==> src/rtl/tde_pkg.sv <==
package tde_pkg;
  localparam int WORD_W      = 32;
  localparam int DESC_WORDS  = 4;
  localparam int IDX_W       = $clog2(DESC_WORDS);
  localparam int WORD_BYTES  = WORD_W / 8;
  localparam int WORD_SHIFT  = $clog2(WORD_BYTES);
  localparam int DESC_BYTES  = DESC_WORDS * WORD_BYTES;
  localparam int LEN_W       = 11;

  // status word
  localparam int OWN_BIT      = 31;
  localparam int ERR_BIT      = 15;
  // control word
  localparam int LAST_BIT     = 30;
  localparam int FIRST_BIT    = 29;
  localparam int SETUP_BIT    = 27;
  localparam int RING_END_BIT = 25;
  localparam int CHAIN_BIT    = 24;

  // word positions inside a descriptor
  localparam int STATUS_IDX = 0;
  localparam int CTRL_IDX   = 1;
  localparam int BUF_IDX    = 2;
  localparam int NEXT_IDX   = 3;

  typedef enum logic [2:0] {
    ST_IDLE,
    ST_RD_REQ,
    ST_RD_WAIT,
    ST_SETUP,
    ST_XFER,
    ST_DONE_WAIT,
    ST_WB_REQ
  } eng_state_t;
endpackage

==> src/rtl/tde_desc_store.sv <==
module tde_desc_store
  import tde_pkg::*;
#(
  parameter int ADDR_W = 32
) (
  input  logic                 clk,
  input  logic                 rst_n,
  input  logic                 cap_en,
  input  logic [IDX_W-1:0]     cap_idx,
  input  logic [WORD_W-1:0]    cap_data,
  output logic [WORD_W-1:0]    status_word,
  output logic [LEN_W-1:0]     len,
  output logic                 first_seg,
  output logic                 last_seg,
  output logic                 setup_flag,
  output logic                 ring_end,
  output logic                 chained,
  output logic [ADDR_W-1:0]    buf_addr,
  output logic [ADDR_W-1:0]    next_addr
);
  logic                 sel_status, sel_ctrl, sel_buf, sel_next;

  assign sel_status = cap_en && (cap_idx == IDX_W'(STATUS_IDX));
  assign sel_ctrl   = cap_en && (cap_idx == IDX_W'(CTRL_IDX));
  assign sel_buf    = cap_en && (cap_idx == IDX_W'(BUF_IDX));
  assign sel_next   = cap_en && (cap_idx == IDX_W'(NEXT_IDX));

  always_ff @(posedge clk or negedge rst_n) begin
    if (!rst_n) begin
      status_word <= '0;
    end else if (sel_status) begin
      status_word <= cap_data;
    end
  end

  // only the control fields that are acted on are kept
  always_ff @(posedge clk or negedge rst_n) begin
    if (!rst_n) begin
      len        <= '0;
      first_seg  <= 1'b0;
      last_seg   <= 1'b0;
      setup_flag <= 1'b0;
      ring_end   <= 1'b0;
      chained    <= 1'b0;
    end else if (sel_ctrl) begin
      len        <= cap_data[LEN_W-1:0];
      first_seg  <= cap_data[FIRST_BIT];
      last_seg   <= cap_data[LAST_BIT];
      setup_flag <= cap_data[SETUP_BIT];
      ring_end   <= cap_data[RING_END_BIT];
      chained    <= cap_data[CHAIN_BIT];
    end
  end

  always_ff @(posedge clk or negedge rst_n) begin
    if (!rst_n) begin
      buf_addr  <= '0;
      next_addr <= '0;
    end else begin
      if (sel_buf)  buf_addr  <= cap_data[ADDR_W-1:0];
      if (sel_next) next_addr <= cap_data[ADDR_W-1:0];
    end
  end
endmodule

==> src/rtl/tde_ptr_unit.sv <==
module tde_ptr_unit
  import tde_pkg::*;
#(
  parameter int ADDR_W = 32
) (
  input  logic              clk,
  input  logic              rst_n,
  input  logic              base_we,
  input  logic [ADDR_W-1:0] base_wdata,
  input  logic              idle,
  input  logic              advance,
  input  logic              chained,
  input  logic              ring_end,
  input  logic [ADDR_W-1:0] chain_addr,
  output logic [ADDR_W-1:0] cur_addr
);
  logic [ADDR_W-1:0] base_q;
  logic [ADDR_W-1:0] cur_q;
  logic [ADDR_W-1:0] step_addr;

  // chained pointer wins over ring wrap, wrap wins over sequential step
  always_comb begin
    if (chained)       step_addr = chain_addr;
    else if (ring_end) step_addr = base_q;
    else               step_addr = cur_q + ADDR_W'(DESC_BYTES);
  end

  always_ff @(posedge clk or negedge rst_n) begin
    if (!rst_n)       base_q <= '0;
    else if (base_we) base_q <= base_wdata;
  end

  always_ff @(posedge clk or negedge rst_n) begin
    if (!rst_n)                cur_q <= '0;
    else if (advance)          cur_q <= step_addr;
    else if (base_we && idle)  cur_q <= base_wdata;
  end

  assign cur_addr = cur_q;
endmodule

==> src/rtl/tde_fsm.sv <==
module tde_fsm
  import tde_pkg::*;
(
  input  logic             clk,
  input  logic             rst_n,
  input  logic             poll_req,
  input  logic             mem_req_ready,
  input  logic             mem_rsp_valid,
  input  logic             rsp_own,
  input  logic             setup_flag,
  input  logic             xfer_ready,
  input  logic             setup_ready,
  input  logic             tx_done,
  input  logic             tx_err,
  output eng_state_t       state,
  output logic [IDX_W-1:0] word_idx,
  output logic             cap_en,
  output logic             advance,
  output logic             wb_err
);
  localparam logic [IDX_W-1:0] FIRST_IDX = IDX_W'(STATUS_IDX);
  localparam logic [IDX_W-1:0] LAST_IDX  = IDX_W'(DESC_WORDS - 1);

  eng_state_t       state_q, state_d;
  logic [IDX_W-1:0] idx_q, idx_d;
  logic             err_q, err_d;

  always_comb begin
    state_d = state_q;
    idx_d   = idx_q;
    err_d   = err_q;
    unique case (state_q)
      ST_IDLE: begin
        if (poll_req) begin
          state_d = ST_RD_REQ;
          idx_d   = FIRST_IDX;
        end
      end
      ST_RD_REQ: begin
        if (mem_req_ready) state_d = ST_RD_WAIT;
      end
      ST_RD_WAIT: begin
        if (mem_rsp_valid) begin
          if (idx_q == FIRST_IDX && !rsp_own) begin
            state_d = ST_IDLE;
          end else if (idx_q == LAST_IDX) begin
            state_d = setup_flag ? ST_SETUP : ST_XFER;
          end else begin
            idx_d   = idx_q + 1'b1;
            state_d = ST_RD_REQ;
          end
        end
      end
      ST_SETUP: begin
        if (setup_ready) begin
          err_d   = 1'b0;
          state_d = ST_WB_REQ;
        end
      end
      ST_XFER: begin
        if (xfer_ready) state_d = ST_DONE_WAIT;
      end
      ST_DONE_WAIT: begin
        if (tx_done) begin
          err_d   = tx_err;
          state_d = ST_WB_REQ;
        end
      end
      ST_WB_REQ: begin
        if (mem_req_ready) begin
          state_d = ST_RD_REQ;
          idx_d   = FIRST_IDX;
        end
      end
      default: state_d = ST_IDLE;
    endcase
  end

  always_ff @(posedge clk or negedge rst_n) begin
    if (!rst_n) begin
      state_q <= ST_IDLE;
      idx_q   <= '0;
      err_q   <= 1'b0;
    end else begin
      state_q <= state_d;
      idx_q   <= idx_d;
      err_q   <= err_d;
    end
  end

  assign state    = state_q;
  assign word_idx = idx_q;
  assign cap_en   = (state_q == ST_RD_WAIT) && mem_rsp_valid;
  assign advance  = (state_q == ST_WB_REQ) && mem_req_ready;
  assign wb_err   = err_q;
endmodule

==> src/rtl/tde_engine.sv <==
module tde_engine
  import tde_pkg::*;
#(
  parameter int ADDR_W = 32
) (
  input  logic              clk,
  input  logic              rst_n,
  input  logic              base_we,
  input  logic [ADDR_W-1:0] base_wdata,
  input  logic              poll_req,
  output logic              running,
  output logic              mem_req_valid,
  input  logic              mem_req_ready,
  output logic              mem_req_we,
  output logic [ADDR_W-1:0] mem_req_addr,
  output logic [31:0]       mem_req_wdata,
  input  logic              mem_rsp_valid,
  input  logic [31:0]       mem_rsp_data,
  output logic              xfer_valid,
  input  logic              xfer_ready,
  output logic [ADDR_W-1:0] xfer_addr,
  output logic [10:0]       xfer_len,
  output logic              xfer_first,
  output logic              xfer_last,
  input  logic              tx_done,
  input  logic              tx_err,
  output logic              setup_valid,
  input  logic              setup_ready,
  output logic [ADDR_W-1:0] setup_addr,
  output logic [10:0]       setup_len
);
  eng_state_t        state;
  logic [IDX_W-1:0]  word_idx;
  logic              cap_en, advance, wb_err;
  logic [WORD_W-1:0] status_word;
  logic [LEN_W-1:0]  len;
  logic              first_seg, last_seg, setup_flag, ring_end, chained;
  logic [ADDR_W-1:0] buf_addr, next_addr, cur_addr;
  logic [WORD_W-1:0] wb_word;
  logic              idle;

  assign idle = (state == ST_IDLE);

  tde_fsm u_fsm (
    .clk           (clk),
    .rst_n         (rst_n),
    .poll_req      (poll_req),
    .mem_req_ready (mem_req_ready),
    .mem_rsp_valid (mem_rsp_valid),
    .rsp_own       (mem_rsp_data[OWN_BIT]),
    .setup_flag    (setup_flag),
    .xfer_ready    (xfer_ready),
    .setup_ready   (setup_ready),
    .tx_done       (tx_done),
    .tx_err        (tx_err),
    .state         (state),
    .word_idx      (word_idx),
    .cap_en        (cap_en),
    .advance       (advance),
    .wb_err        (wb_err)
  );

  tde_desc_store #(.ADDR_W(ADDR_W)) u_store (
    .clk         (clk),
    .rst_n       (rst_n),
    .cap_en      (cap_en),
    .cap_idx     (word_idx),
    .cap_data    (mem_rsp_data),
    .status_word (status_word),
    .len         (len),
    .first_seg   (first_seg),
    .last_seg    (last_seg),
    .setup_flag  (setup_flag),
    .ring_end    (ring_end),
    .chained     (chained),
    .buf_addr    (buf_addr),
    .next_addr   (next_addr)
  );

  tde_ptr_unit #(.ADDR_W(ADDR_W)) u_ptr (
    .clk        (clk),
    .rst_n      (rst_n),
    .base_we    (base_we),
    .base_wdata (base_wdata),
    .idle       (idle),
    .advance    (advance),
    .chained    (chained),
    .ring_end   (ring_end),
    .chain_addr (next_addr),
    .cur_addr   (cur_addr)
  );

  // status write-back: release ownership, report the sender's error
  always_comb begin
    wb_word          = status_word;
    wb_word[OWN_BIT] = 1'b0;
    wb_word[ERR_BIT] = wb_err;
  end

  assign running       = !idle;
  assign mem_req_valid = (state == ST_RD_REQ) || (state == ST_WB_REQ);
  assign mem_req_we    = (state == ST_WB_REQ);
  assign mem_req_addr  = (state == ST_WB_REQ) ? cur_addr
                         : cur_addr + (ADDR_W'(word_idx) << WORD_SHIFT);
  assign mem_req_wdata = wb_word;

  assign xfer_valid = (state == ST_XFER);
  assign xfer_addr  = buf_addr;
  assign xfer_len   = len;
  assign xfer_first = first_seg;
  assign xfer_last  = last_seg;

  assign setup_valid = (state == ST_SETUP);
  assign setup_addr  = buf_addr;
  assign setup_len   = len;
endmodule

==> config.mk <==
export PLATFORM = sky130hd
export DESIGN_NAME = tde_engine
export DESIGN_NICKNAME = d
export VERILOG_FILES = /design/src/rtl/tde_pkg.sv /design/src/rtl/tde_desc_store.sv /design/src/rtl/tde_ptr_unit.sv /design/src/rtl/tde_fsm.sv /design/src/rtl/tde_engine.sv
export SDC_FILE = /design/constraint.sdc
export NUM_CORES = 1
export LEC_CHECK = 0
export BUFFER_PORTS_ARGS = -buffer_cell sky130_fd_sc_hd__buf_2
export CORE_AREA = 2 2 147 149
export DETAILED_ROUTE_END_ITERATION = 6
export DIE_AREA = 0 0 149 151
export PLACE_DENSITY = 0.73
export SLEW_MARGIN = 20
export SYNTH_ARGS = -nofsm -noshare
export SYNTH_HDL_FRONTEND = slang
export SYNTH_SLANG_ARGS = --single-unit
==> constraint.sdc <==
create_clock -name clk -period 2.6 [get_ports clk]
set_input_delay 0.26 -clock clk [delete_from_list [all_inputs] [get_ports clk]]
set_output_delay 0.26 -clock clk [all_outputs]
set_load 0.02 [all_outputs]
==> results.json <==
{
  "die-area_sq_um": 22500,
  "max_cap_viol_count": 0,
  "startpoint": "u_ptr.cur_addr[19]",
  "hold_ws_ps": 77.9,
  "syn_to_final_growth_pct": 23.1,
  "drt-initial-drc-count": 430,
  "power_frac_comb": 0.425,
  "worst_path_largest_cell_delay_ps": 500,
  "grt_pass1_wl_microns": 37800,
  "p_seq_frac": 0.360,
  "cts_tree": "built",
  "critical_path_cell_count": 6,
  "path_cells": "nand4_1, nor2_1, nand4_1, nor2_2, xnor2_2, buf_4",
  "initial_core_util": 0.434,
  "hold_viol": 0,
  "cts_buffer_depth": 2,
  "nNetsFinal": 1075,
  "relSlewSlack": 0.600,
  "seq_area_frac_synth": 0.498,
  "hold_path_depth": 2,
  "dieHeight_microns": 151,
  "grt_max_degree": 69,
  "rows": 53,
  "power.share.clock": 0.214,
  "grt_pass1_vias": 6836,
  "cts-root-buf": "clkbuf_16",
  "setup_viol": 1,
  "outcome": "finished with violations",
  "rsz0062_at_grt": "yes",
  "ys_types": 65,
  "postRouteAntennaNets": 0,
  "io_buffers": 229,
  "fmax_ghz": 0.382,
  "worstMarginPinSlew_ps": 600,
  "cp_top_family": "simple AND/OR/NAND/NOR gates",
  "synth_fp_nets": 877,
  "vdd_drop_max_mv": 0.612,
  "p_int_mw": 7.32,
  "endpoint_kind": "primary output",
  "wl_per_cell_microns": 18.7,
  "yosysWarnings": 0,
  "violations": "setup timing",
  "leakage_nw": 5.36,
  "fin_worst_skew_ps": 7.46,
  "ioPinCount": 231,
  "final_cell_mix": "buf_2 (217), dfrtp_1 (172), mux2_2 (142)",
  "syn_inst": 795,
  "antenna_found_initial": 8,
  "syn-mean-instance-area_sq_um": 11.4,
  "r2r-start": "u_fsm.state[1]",
  "ys_ff_latch": 180,
  "async_reset_ff_frac": 1.00,
  "rr_worst_depth": 5,
  "p_sw_mw": 4.92,
  "finalNonFillerCells": 1286,
  "vias": 6955,
  "insertion_delay_ps": 430,
  "synth_ff_type": "dfrtp_1",
  "hpwl_microns": 17400,
  "layout_commonest_cell": "buf_2",
  "holdCritStartpoint": "base_wdata[16]",
  "fin_crit_ps": 2620,
  "numCtsBuffers": 17,
  "worstSetupPathType": "reg -> out",
  "cp-start-kind": "flop",
  "fin_ws_ps": -17.5,
  "hold_class": "in -> reg",
  "grtUsageTotal": 0.218,
  "path_clk_slew_ps": 70,
  "gp_congestion": 0.898,
  "drtPass1Iterations": 5,
  "cp.required_ps": 2340,
  "via_per_inst": 5.41,
  "drive_gt1_frac": 0.493,
  "wirelength_microns": 24000,
  "placed_cells": 1235,
  "overflow": 0,
  "drv_slew": 0,
  "coreArea_sq_um": 20800,
  "swShare": 0.402,
  "cts.sinks": 180,
  "crit_path_frequent_cell": "nand4_1",
  "cp_max_fo": 8,
  "power_density_nw_per_um2": 1100,
  "path_buf_inv": 1,
  "finalCritPeriodShare": 1.01,
  "arrival_ps": 2360,
  "slowest_stage": "dfrtp_1",
  "syn_area_sq_um": 9040,
  "drc_errors": 0,
  "htree_levels": 4,
  "die_x_microns": 149,
  "synth-edff-count": 0
}
## final cells by class
cell class	instances	area [sq um]
Multi-Input combinational cell	501	4020
Timing Repair Buffer	280	1600
Tap cell	275	344
Inverter	13	48.8
Sequential cell	180	4510
Clock buffer	23	468
Clock inverter	9	128
Fill cell	1797	9690
Antenna cell	5	12.5
## routing by layer
| metal | wire length, microns | vias to the layer above | GRT usage |
|---|---|---|---|
| li1 | - | 3223 | - |
| met2 | 11300 | 239 | 0.346 |
| met1 | 10600 | 3447 | 0.291 |
| met4 | 488 | 8 | 0.0729 |
| met5 | 39 | - | 0 |
| met3 | 1610 | 38 | 0.0581 |
## synthesized netlist by cell type (all sizes together) (2+ instances only)
library cell  count  area, sq um
nor2b             2         12.5
or4               2         18.8
nor3b             2         15.0
nor4              5         61.3
and3              2         13.8
and4              3         26.3
o311ai            6         52.6
clkbuf           33          125
o22a              2         17.5
nand4b            2         17.5
a211oi            4         30.0
o221ai            4         35.0
nand2            53          199
o21ai            30          150
nor3              8         51.3
or3               2         12.5
xnor2            27          236
a31oi             8         50.1
nand4            10         62.6
a221o             5         51.3
mux2i             2         20.0
dfrtp           180         4500
o22ai             8         50.1
o221a             4         45.0
a21oi            23          115
xor2             15          131
and2              5         31.3
o211ai            6         45.0
nor2             44          165
mux2            142         1600
ha                7         87.6
a32o              5         50.1
inv              13         48.8
a221oi            8         70.1
nand2b            5         31.3
buf              68          447
nand3            21          123
a22oi            15          113
## logic make-up after synthesis
kind of cell    after synthesis  synth area share
compound gates              137             0.105
xor+xnor                     42            0.0407
fa+ha+maj                     8            0.0119
buf+inv                     114            0.0686
flops                       180             0.498
mux                         144             0.179
other cells                   1          0.000415
simple gates                169            0.0959
## flip-flops by register name (all words and copies together), names as in the netlist, 2 cells and up
| name | count |
|---|---|
| u_store.status_word | 30 |
| u_store.len | 11 |
| u_store.buf_addr | 32 |
| u_ptr.cur_addr | 32 |
| u_fsm.word_idx | 2 |
| u_store.next_addr | 32 |
| u_fsm.state | 3 |
| u_ptr.base_q | 32 |
## timing repair
item,4_1_cts,5_1_grt
hold endpoints to repair,64,0
endpoints found under the setup margin,14,17
pin swaps,3,6
hold buffers,1,0
cloned,0,0
resized for setup,11,38
setup buffers,7,6
## power by group through the flow
stage	clock, mW	combinational [mW]	sequential (mW)
after floorplan	0	3.26	4.59
after detailed placement	0	5.01	4.45
after global routing	2.81	5.62	4.53
after global placement	0	4.93	4.40
final	2.62	5.20	4.41
after CTS	2.69	5.10	4.39
## worst reg2reg max path: stages (launching register included)
cell and delay, ps:
dfrtp_1 450, or4b_2 890, nand2_1 280, o21ai_0 120, a22oi_1 220, nand3_1 90
## metrics by stage
| stage | util | cell area, sq um | setup TNS, ps | worst slack, ps | power [mW] |
|---|---|---|---|---|---|
| finish | 0.535 | 11100 | -17.5 | -17.5 | 12.2 |
| global route | 0.534 | 11100 | -404 | -98.6 | 13.0 |
| CTS | 0.526 | 11000 | 0 | 13.9 | 12.2 |
| detailed placement | 0.493 | 10300 | 0 | 159 | 9.45 |
| global placement | 0.493 | 10300 | 0 | 248 | 9.32 |
| floorplan | - | 9040 | 0 | 208 | 7.86 |
## worst paths after layout
path,to,slack [ps]
min in group asynchronous,u_store.status_word[6],390
setup reg to reg,u_ptr.cur_addr[14],430
setup / recovery,mem_req_addr[30],-20
hold / removal,u_ptr.base_q[16],80
max in group asynchronous,u_store.len[8],1440
hold reg to reg,u_store.status_word[26],500
Note: power is estimated with default switching activity, not from simulation.
